===== src/rtl/mbox_pkg.sv =====
// Shared definitions for the mailbox send controller.
// Assumes a byte-offset register bus of ADDR_W bits and 32-bit words.
package mbox_pkg;
    localparam int ADDR_W = 8;
    localparam int WORD_W = 32;
    localparam int MSG_W  = 2 * WORD_W;

    // Register offsets; software decodes these, so they are fixed.
    localparam logic [ADDR_W-1:0] OFS_DEST  = 8'h00;
    localparam logic [ADDR_W-1:0] OFS_WLO   = 8'h04;
    localparam logic [ADDR_W-1:0] OFS_WHI   = 8'h08;
    localparam logic [ADDR_W-1:0] OFS_GO    = 8'h0C;
    localparam logic [ADDR_W-1:0] OFS_CLR   = 8'h10;
    localparam logic [ADDR_W-1:0] OFS_STAT  = 8'h14;
    localparam logic [ADDR_W-1:0] OFS_PEND  = 8'h18;
    localparam logic [ADDR_W-1:0] OFS_MASK  = 8'h1C;

    // Status word field positions (one byte per flag kind).
    localparam int BUSY_LSB = 0;
    localparam int OVF_LSB  = 8;
    localparam int DLV_LSB  = 16;

    // Interrupt mask bit positions.
    localparam int MSK_BLK = 0;
    localparam int MSK_OVF = 1;
    localparam int MSK_DLV = 2;
    localparam int MSK_W   = 3;
endpackage


===== src/rtl/mbox_tgt_fifo.sv =====
// Per-target message queue.
// A push while full and a pop while empty are ignored. Fullness and emptiness
// are those held before the clock edge. Storage carries no reset; only the
// pointers and the count do.
module mbox_tgt_fifo #(
    parameter int DEPTH = 4,
    parameter int DW    = 64
) (
    input  logic          clk,
    input  logic          rst_n,
    input  logic          push,
    input  logic [DW-1:0] push_data,
    input  logic          pop,
    output logic [DW-1:0] head,
    output logic          empty,
    output logic          full
);
    localparam int PTR_W = (DEPTH > 1) ? $clog2(DEPTH) : 1;
    localparam int CNT_W = $clog2(DEPTH + 1);
    localparam logic [PTR_W-1:0] LAST = PTR_W'(DEPTH - 1);

    logic [DW-1:0]    mem [DEPTH];
    logic [PTR_W-1:0] rd_ptr, wr_ptr;
    logic [CNT_W-1:0] cnt;
    logic             do_push, do_pop;

    assign empty   = (cnt == '0);
    assign full    = (cnt == CNT_W'(DEPTH));
    assign do_push = push && !full;
    assign do_pop  = pop && !empty;
    assign head    = mem[rd_ptr];

    // Storage write on an accepted push.
    always_ff @(posedge clk) begin
        if (do_push) mem[wr_ptr] <= push_data;
    end

    // Pointer and occupancy tracking.
    always_ff @(posedge clk) begin
        if (!rst_n) begin
            rd_ptr <= '0;
            wr_ptr <= '0;
            cnt    <= '0;
        end else begin
            if (do_push) wr_ptr <= (wr_ptr == LAST) ? '0 : wr_ptr + 1'b1;
            if (do_pop)  rd_ptr <= (rd_ptr == LAST) ? '0 : rd_ptr + 1'b1;
            case ({do_push, do_pop})
                2'b10:   cnt <= cnt + 1'b1;
                2'b01:   cnt <= cnt - 1'b1;
                default: cnt <= cnt;
            endcase
        end
    end
endmodule


===== src/rtl/mbox_flag_bank.sv =====
// Bank of sticky per-target flags.
// A flag set and cleared in the same cycle ends up set, so no event is lost.
module mbox_flag_bank #(
    parameter int N = 8
) (
    input  logic         clk,
    input  logic         rst_n,
    input  logic [N-1:0] set_vec,
    input  logic [N-1:0] clr_vec,
    output logic [N-1:0] flags
);
    // Sticky update with set priority.
    always_ff @(posedge clk) begin
        if (!rst_n) flags <= '0;
        else        flags <= (flags & ~clr_vec) | set_vec;
    end
endmodule


===== src/rtl/mbox_irq_ctrl.sv =====
// Interrupt mask register and sticky pending flag.
// Events are single-cycle pulses, gated by the mask value held in the same
// cycle. A set and a clear in one cycle leave the pending flag set.
module mbox_irq_ctrl
    import mbox_pkg::*;
(
    input  logic             clk,
    input  logic             rst_n,
    input  logic             mask_wr,
    input  logic [MSK_W-1:0] mask_wdata,
    input  logic             pend_clr,
    input  logic             evt_blk,
    input  logic             evt_ovf,
    input  logic             evt_dlv,
    output logic [MSK_W-1:0] mask_q,
    output logic             pend_q
);
    logic pend_set;

    assign pend_set = (evt_blk && !mask_q[MSK_BLK]) ||
                      (evt_ovf && !mask_q[MSK_OVF]) ||
                      (evt_dlv && !mask_q[MSK_DLV]);

    // Mask register; every source is masked out of reset.
    always_ff @(posedge clk) begin
        if (!rst_n)       mask_q <= '1;
        else if (mask_wr) mask_q <= mask_wdata;
    end

    // Pending flag with set priority.
    always_ff @(posedge clk) begin
        if (!rst_n)        pend_q <= 1'b0;
        else if (pend_set) pend_q <= 1'b1;
        else if (pend_clr) pend_q <= 1'b0;
    end
endmodule


===== src/rtl/mbox_send_ctrl.sv =====
// Mailbox send controller top.
// Decodes register writes, holds the staged message and destination, queues
// messages per target, keeps the busy, overflow and delivery flags, and
// drives the interrupt. Reads are combinational from bus_addr.
// Assumes NUM_TGT <= 8 so that each flag kind fits one status byte.
module mbox_send_ctrl
    import mbox_pkg::*;
#(
    parameter int NUM_TGT = 8,
    parameter int Q_DEPTH = 4
) (
    input  logic                     clk,
    input  logic                     rst_n,
    input  logic                     bus_wr,
    input  logic [ADDR_W-1:0]        bus_addr,
    input  logic [WORD_W-1:0]        bus_wdata,
    output logic [WORD_W-1:0]        bus_rdata,
    output logic [NUM_TGT-1:0]       tgt_valid,
    input  logic [NUM_TGT-1:0]       tgt_fetch,
    output logic [NUM_TGT*MSG_W-1:0] tgt_msg,
    output logic                     irq
);
    localparam int IDX_W = (NUM_TGT > 1) ? $clog2(NUM_TGT) : 1;

    logic [IDX_W-1:0]   dest_q;
    logic [WORD_W-1:0]  wlo_q, whi_q;
    logic [NUM_TGT-1:0] push_vec, empty_vec, full_vec;
    logic [NUM_TGT-1:0] ovf_set, dlv_set, ovf_clr, dlv_clr, ovf_q, dlv_q;
    logic [MSK_W-1:0]   mask_q;
    logic               pend_q, go_hit, clr_hit, evt_blk;
    logic               unused_wdata;

    assign unused_wdata = ^bus_wdata[WORD_W-1:DLV_LSB+NUM_TGT];

    assign go_hit  = bus_wr && (bus_addr == OFS_GO) && bus_wdata[0];
    assign clr_hit = bus_wr && (bus_addr == OFS_CLR);

    // Staging registers for destination and both message words.
    always_ff @(posedge clk) begin
        if (!rst_n) begin
            dest_q <= '0;
            wlo_q  <= '0;
            whi_q  <= '0;
        end else if (bus_wr) begin
            if (bus_addr == OFS_DEST) dest_q <= bus_wdata[IDX_W-1:0];
            if (bus_addr == OFS_WLO)  wlo_q  <= bus_wdata;
            if (bus_addr == OFS_WHI)  whi_q  <= bus_wdata;
        end
    end

    // One queue per target, addressed by the staged destination.
    for (genvar t = 0; t < NUM_TGT; t++) begin : g_tgt
        assign push_vec[t] = go_hit && (dest_q == IDX_W'(t));
        mbox_tgt_fifo #(.DEPTH(Q_DEPTH), .DW(MSG_W)) u_q (
            .clk       (clk),
            .rst_n     (rst_n),
            .push      (push_vec[t]),
            .push_data ({whi_q, wlo_q}),
            .pop       (tgt_fetch[t]),
            .head      (tgt_msg[t*MSG_W +: MSG_W]),
            .empty     (empty_vec[t]),
            .full      (full_vec[t])
        );
        assign tgt_valid[t] = !empty_vec[t];
    end

    // Per-target event vectors and write-one-to-clear requests.
    assign ovf_set = push_vec & full_vec;
    assign dlv_set = tgt_fetch & ~empty_vec;
    assign evt_blk = |(push_vec & ~full_vec & ~empty_vec);
    assign ovf_clr = clr_hit ? bus_wdata[OVF_LSB +: NUM_TGT] : '0;
    assign dlv_clr = clr_hit ? bus_wdata[DLV_LSB +: NUM_TGT] : '0;

    mbox_flag_bank #(.N(NUM_TGT)) u_ovf (
        .clk(clk), .rst_n(rst_n), .set_vec(ovf_set), .clr_vec(ovf_clr), .flags(ovf_q)
    );
    mbox_flag_bank #(.N(NUM_TGT)) u_dlv (
        .clk(clk), .rst_n(rst_n), .set_vec(dlv_set), .clr_vec(dlv_clr), .flags(dlv_q)
    );

    mbox_irq_ctrl u_irq (
        .clk        (clk),
        .rst_n      (rst_n),
        .mask_wr    (bus_wr && (bus_addr == OFS_MASK)),
        .mask_wdata (bus_wdata[MSK_W-1:0]),
        .pend_clr   (bus_wr && (bus_addr == OFS_PEND) && bus_wdata[0]),
        .evt_blk    (evt_blk),
        .evt_ovf    (|ovf_set),
        .evt_dlv    (|dlv_set),
        .mask_q     (mask_q),
        .pend_q     (pend_q)
    );

    assign irq = pend_q;

    // Register read multiplexer; write-only and unmapped offsets read zero.
    always_comb begin
        bus_rdata = '0;
        case (bus_addr)
            OFS_DEST: bus_rdata[IDX_W-1:0] = dest_q;
            OFS_WLO:  bus_rdata = wlo_q;
            OFS_WHI:  bus_rdata = whi_q;
            OFS_STAT: begin
                bus_rdata[BUSY_LSB +: NUM_TGT] = ~empty_vec;
                bus_rdata[OVF_LSB  +: NUM_TGT] = ovf_q;
                bus_rdata[DLV_LSB  +: NUM_TGT] = dlv_q;
            end
            OFS_PEND: bus_rdata[0] = pend_q;
            OFS_MASK: bus_rdata[MSK_W-1:0] = mask_q;
            default:  bus_rdata = '0;
        endcase
    end
endmodule


===== config.mk =====
export PLATFORM = sky130hd
export DESIGN_NAME = mbox_send_ctrl
export DESIGN_NICKNAME = d
export VERILOG_FILES = /design/src/rtl/mbox_pkg.sv /design/src/rtl/mbox_tgt_fifo.sv /design/src/rtl/mbox_flag_bank.sv /design/src/rtl/mbox_irq_ctrl.sv /design/src/rtl/mbox_send_ctrl.sv
export SDC_FILE = /design/constraint.sdc
export NUM_CORES = 2
export LEC_CHECK = 0
export BUFFER_PORTS_ARGS = -buffer_cell sky130_fd_sc_hd__buf_2
export CAP_MARGIN = 20
export CELL_PAD_IN_SITES_DETAIL_PLACEMENT = 0
export CELL_PAD_IN_SITES_GLOBAL_PLACEMENT = 1
export CORE_ASPECT_RATIO = 1.1
export CORE_MARGIN = 4
export CORE_UTILIZATION = 33
export CTS_CLUSTER_SIZE = 25
export DETAILED_ROUTE_END_ITERATION = 7
export PLACE_DENSITY_LB_ADDON = 0.1
export SYNTH_ARGS = -nofsm -noshare
export SYNTH_HDL_FRONTEND = slang
export SYNTH_SLANG_ARGS = --single-unit

===== constraint.sdc =====
create_clock -name clk -period 8.57 [get_ports clk]
set_clock_uncertainty 0.05 [all_clocks]
set_input_delay 1.714 -clock clk [delete_from_list [all_inputs] [get_ports clk]]
set_output_delay 1.714 -clock clk [all_outputs]
set_load 0.05 [all_outputs]

Word level (Yosys, flattened, before mapping)
Memory sizes are Yosys's and may differ from the RTL's. A register that Yosys moved wholly into a read port is not among the register bits. Cells that the tools add are included.

Logic and storage cells: 280. Flip-flop bits (word level): 143. Memories: 8. Output and inout bits: 553. Input bits: 51. RAM bits: 2048.

Memories: g_tgt[0].u_q.mem (depth 4, width 64, read ports 1, clocked after memory_dff 1, wr ports 1, line mbox_tgt_fifo.sv:22) `logic [DW-1:0] mem [DEPTH];`; g_tgt[1].u_q.mem (depth 4, width 64, read ports 1, clocked after memory_dff 1, wr ports 1, line mbox_tgt_fifo.sv:22); g_tgt[2].u_q.mem (depth 4, width 64, read ports 1, clocked after memory_dff 1, wr ports 1, line mbox_tgt_fifo.sv:22); g_tgt[3].u_q.mem (depth 4, width 64, read ports 1, clocked after memory_dff 1, wr ports 1, line mbox_tgt_fifo.sv:22); g_tgt[4].u_q.mem (depth 4, width 64, read ports 1, clocked after memory_dff 1, wr ports 1, line mbox_tgt_fifo.sv:22); g_tgt[5].u_q.mem (depth 4, width 64, read ports 1, clocked after memory_dff 1, wr ports 1, line mbox_tgt_fifo.sv:22); 2 more memories.

Bitwise gates (word level): 12. Eq/ne operators: 54. Add/sub/neg operators: 32. Reduce and logical (&&, ||, !) cells: 79. Mux-type cells: 64.

Operators by type and width (count): two-way mux 2 bit (32); one-hot mux 21 bit (3 select lines) (1); bitwise AND 8 bit (6); equality test 2 bit (second input constant) (24); one-hot mux 3 bit (2 select lines) (8); equality test 3 bit (second input constant) (12); logical AND 1 bit (33); adder 2 x 1 -> 2 bit (second input constant) (16); equality test 8 x 5 -> 1 bit (second input constant) (4); inverter 8 bit (4); zero test 3 bit (9); adder 3 x 1 -> 3 bit (second input constant) (8); OR reduction 8 bit (3); subtractor 3 x 1 -> 3 bit (second input constant) (8); zero test 1 bit (19); two-way mux 1 bit (18); nonzero test 2 bit (9); equality test 2 x 1 -> 1 bit (second input constant) (8); equality test 8 x 4 -> 1 bit (second input constant) (2); two-way mux 8 bit (2); bitwise OR 8 bit (2); one-hot mux 8 bit (2 select lines) (1); one-hot mux 2 bit (5 select lines) (1); equality test 8 x 3 -> 1 bit (second input constant) (1); 6 further kinds (10).

Logic depth before layout (Yosys ltp)
Depth in word-level cells: 11. Gate-level depth with buffers: 12. Depth with buffers taken out: 10.

Modules after synthesis
A second synthesis with hierarchy kept.

Cells, all modules: 3649. Area total of the unflattened synthesis: 83019.6 um^2.

By module, submodules not included: mbox_tgt_fifo (times used 8, seq. area each 7867.5 um^2, area each 9804.4 um^2, cells an instance 390); mbox_send_ctrl (times used 1, seq. area each 1341.3 um^2, area each 3749.8 um^2, cells an instance 464); mbox_flag_bank (times used 2, seq. area each 160.2 um^2, area each 337.8 um^2, cells an instance 25); mbox_irq_ctrl (times used 1, seq. area each 80.1 um^2, area each 158.9 um^2, cells an instance 15).

Least setup slack after synthesis
Ideal clock, no wire load.

Path type: input-to-output. Start point: input bus_addr[5]. End point: output bus_rdata[0]. Required time: 6.806 ns. Buffers on the path: 1. Path slack: 3.403 ns. Stages: 5. Arrival: 3.403 ns. Cells stage by stage: or4_4 -> nor4_4 -> clkbuf_1 -> a222oi_1 -> nand2_1.

Longest elaborated chain between the ends: 2. Elaborated cells between the ends (all ways): 7. Those cells by class: 5 x eq/ne; 1 x mux; 1 x reduce/logical.

RTL lines: from (decl) (line mbox_send_ctrl.sv:15) `input logic [ADDR_W-1:0] bus_addr,`; equality test 8 x 5 -> 1 bit (tied with other cells) (line mbox_send_ctrl.sv:99) `case (bus_addr)`; one-hot mux 1 bit (6 select lines) (*) (line mbox_send_ctrl.sv:99); to (decl) (line mbox_send_ctrl.sv:17) `output logic [WORD_W-1:0] bus_rdata,`.

Mark *: on every way between the ends. The rest lies on a longest branch, timed or not.

Final worst setup path
Start point: input bus_addr[5]. End point: output bus_rdata[22].

Longest elaborated chain between the ends: 2. Elaborated cells between the ends (all ways): 4. Those cells by class: 3 x eq/ne; 1 x mux.

RTL lines (line): equality test 8 x 5 -> 1 bit (tied with other cells) (mbox_send_ctrl.sv:99); one-hot mux 21 bit (3 select lines) (*) (mbox_send_ctrl.sv:99).

Marks and branches as above.

==> run summary <==
Final nets: 4,516
GRT Util Overall: 0.205
gr ovfl total: 0
Root Buffer: clkbuf_16
core footprint: 246,000 sq um
Crit Path Class: primary input to primary output
CP dominant cell by count: buf_2
headroom to the max-slew limit: 0.271
setup violators final: 0
Post-Syn Instances: 3,616
Max Used Layer: met5
non-filler cells, final: 7,887
largest net degree at the start of global routing: 82
DP HPWL: 170 mm
post-DR wirelength/cell: 33.5 um
fillcell total: 22,200
most common cell after layout, fill and taps aside: edfxtp_1
LEAKAGE: 0.0353 uW
FF+latch count, synth: 2,207
Arr. time, crit path: 4.04 ns
Area after DPL: 89,000 sq um
initial drt markers: 3,789
Final min period: 5.81 ns
share of cells above drive strength 1: 0.353
Final Cell Area: 96,200 sq um
Post-synth EDFFs: 2,048
status: complete, no violations
Synth Flop Type: edfxtp_1
crit share post-route: 0.678
Required @ worst endpoint: 6.81 ns
Rows: 191
# IOs: 604
Worst setup EP type: primary output
1st-pass router iterations: 6
placed instance count: 7,448
met1 wire length: 114 mm
CP startpoint kind: primary input
H-tree depth: 4
CTS clk-pin slew, worst paths: 0.06 ns
Post-DRT Antenna Nets: 0
Worst Setup Slack, final: 2.76 ns
CP Max Fanout: 34
post-CTS resize count: 0
Netlist cell types: 59
Worst-Margin Slew: 1.09 ns
Setup Fix Bufs, Post-CTS: 0
met3 WL: 14.2 mm
Fmax achieved: 172 MHz
Hold Vio Cnt, Final: 0
DRT Wirelength: 265 mm
Clock Sinks: 2,207
Port Buffers: 603
worst skew pair latency: 0.88 ns
total CTS buffers: 238
sequential fraction of the synthesis area: 0.794
Setup TNS: 0 ns
largest area contributor in the netlist: edfxtp_1
unrepaired setup endpoints after global routing: false
syn_nets: 3,723
most frequent cells in the layout: 2,048 x edfxtp_1, 602 x buf_2, 512 x mux4_2
CTS Buffer Depth: 4
mapped cell area: 81,500 sq um
Syn Area/Cell: 22.5 sq um
# hold bufs at CTS: 0
HP Class: flip-flop to flip-flop
RD Place Congestion: 0.746
initial antenna violation count: 48
FFs w/ async S/R, synth: 0
slowest CP cell: nor4_1
met2 WL: 129 mm
WHS: 0.427 ns
vias in the first global route: 40,600
Max Cap Viol: 0
crit path cell chain: buf_2 > nor4_1 > and3_2 > buf_4 > a222oi_1 > inv_1 > buf_2
die area: 255,000 sq um
max-slew violation count: 0
Yosys top cell area share: 0.755
initial core utilization: 0.331
Chip Height: 529 um
Vias/cell: 5.07
Area Overhead vs Synth: 18.1%
global-route wire length before repair: 357 mm
pre-CTS setup slack: 2.83 ns
CP max stage delay: 0.61 ns
die width: 482 um
Yosys Warn Count: 0
top post-synthesis cells by area: edfxtp_1 75%, mux4_2 14%, dfxtp_1 3.9%
number of remaining DRC errors: 0
CTS tree: done
Max VDD drop: 0.183 mV
PD cells: 221 nW/um^2
DR vias: 40,000
[final timing paths]
kind,endpoint,slack (ns),cells after the start,from
worst min-delay path,u_dlv.flags[6],0.43,2,u_dlv.flags[6]
worst max register to register,g_tgt[6].u_q.mem[3][24],4.93,5,dest_q[1]
worst min register to register,u_dlv.flags[6],0.43,2,u_dlv.flags[6]
worst max-delay path,bus_rdata[22],2.76,7,bus_addr[5]
[per-layer routing]
layer | up-vias | GRT usage
met3 | 316 | 0.0307
met4 | 2 | 0.0507
met1 | 21900 | 0.283
met5 | - | 0
met2 | 1232 | 0.340
li1 | 16500 | -
[synthesized netlist by cell type, types with 3 or more instances]
cell type  instances
edfxtp_1        2048
mux4_2           512
nand2_1          220
dfxtp_1          159
clkbuf_1          98
a21boi_0          89
inv_1             76
buf_1             55
ha_1              48
and2_1            39
a222oi_1          22
nor2b_1           21
or3_1             20
o21ai_0           17
nor2_1            14
a21boi_1          13
a21oi_1           13
and3_1            13
nor3_1            12
mux2i_1           11
nand4_1           11
buf_2              9
a22o_1             8
fa_1               8
xnor2_1            8
xor2_1             8
nand3_1            6
or3b_2             5
and2_2             4
and4_1             4
nor4_1             4
mux2_2             3
nor3b_1            3
[stage by stage]
stage	util	total power, uW
global route	0.391	22000
finish	0.391	21300
CTS	0.391	21600
floorplan	-	11800
global placement	0.362	11900
detailed placement	0.362	11900
[cells by family after synthesis]
logic type	Yosys count	share of synthesized area
buffers and inverters	240	0.0113
muxes	526	0.143
and+or+nand+nor	392	0.0240
adders and majority gates	56	0.00934
xor gates and xnor gates	16	0.00172
AOI/OAI and AO/OA	179	0.0165
DFF	2207	0.794
[power by group]
group / internal, uW / switching, uW / total, uW
Sequential: 11600 / 1.79 / 11600
Clock: 5460 / 4170 / 9630
Combinational: 19.5 / 37.1 / 56.7
Total: 17100 / 4210 / 21300
[sequential cells by signal, summed over array words and instances, names as in the netlist, named ones only]
name,flops
wlo_q,32
g_tgt.u_q.cnt,24
u_irq.mask_q,3
g_tgt.u_q.wr_ptr,16
u_irq.pend_q,1
u_dlv.flags,8
g_tgt.u_q.rd_ptr,16
whi_q,32
g_tgt.u_q.mem,2048
u_ovf.flags,8
dest_q,3
[worst max-delay path, delay by kind of cell]
kind / cells / cell delay [ns]
and+or+nand+nor: 2 / 0.91
AOI/OAI and AO/OA: 1 / 0.23
buffers and inverters: 4 / 1.13
[layout make-up]
class / instances / area (sq um) / area share
Clock buffer: 307 / 6340 / 0.0659
Antenna cell: 17 / 42.5 / 0.000442
Inverter: 77 / 289 / 0.00300
Multi-Input combinational cell: 1169 / 16000 / 0.166
Sequential cell: 2207 / 64800 / 0.673
Tap cell: 3281 / 4110 / 0.0427
Clock inverter: 113 / 806 / 0.00837
Timing Repair Buffer: 716 / 3910 / 0.0407
(Power assumes the default switching activity.)
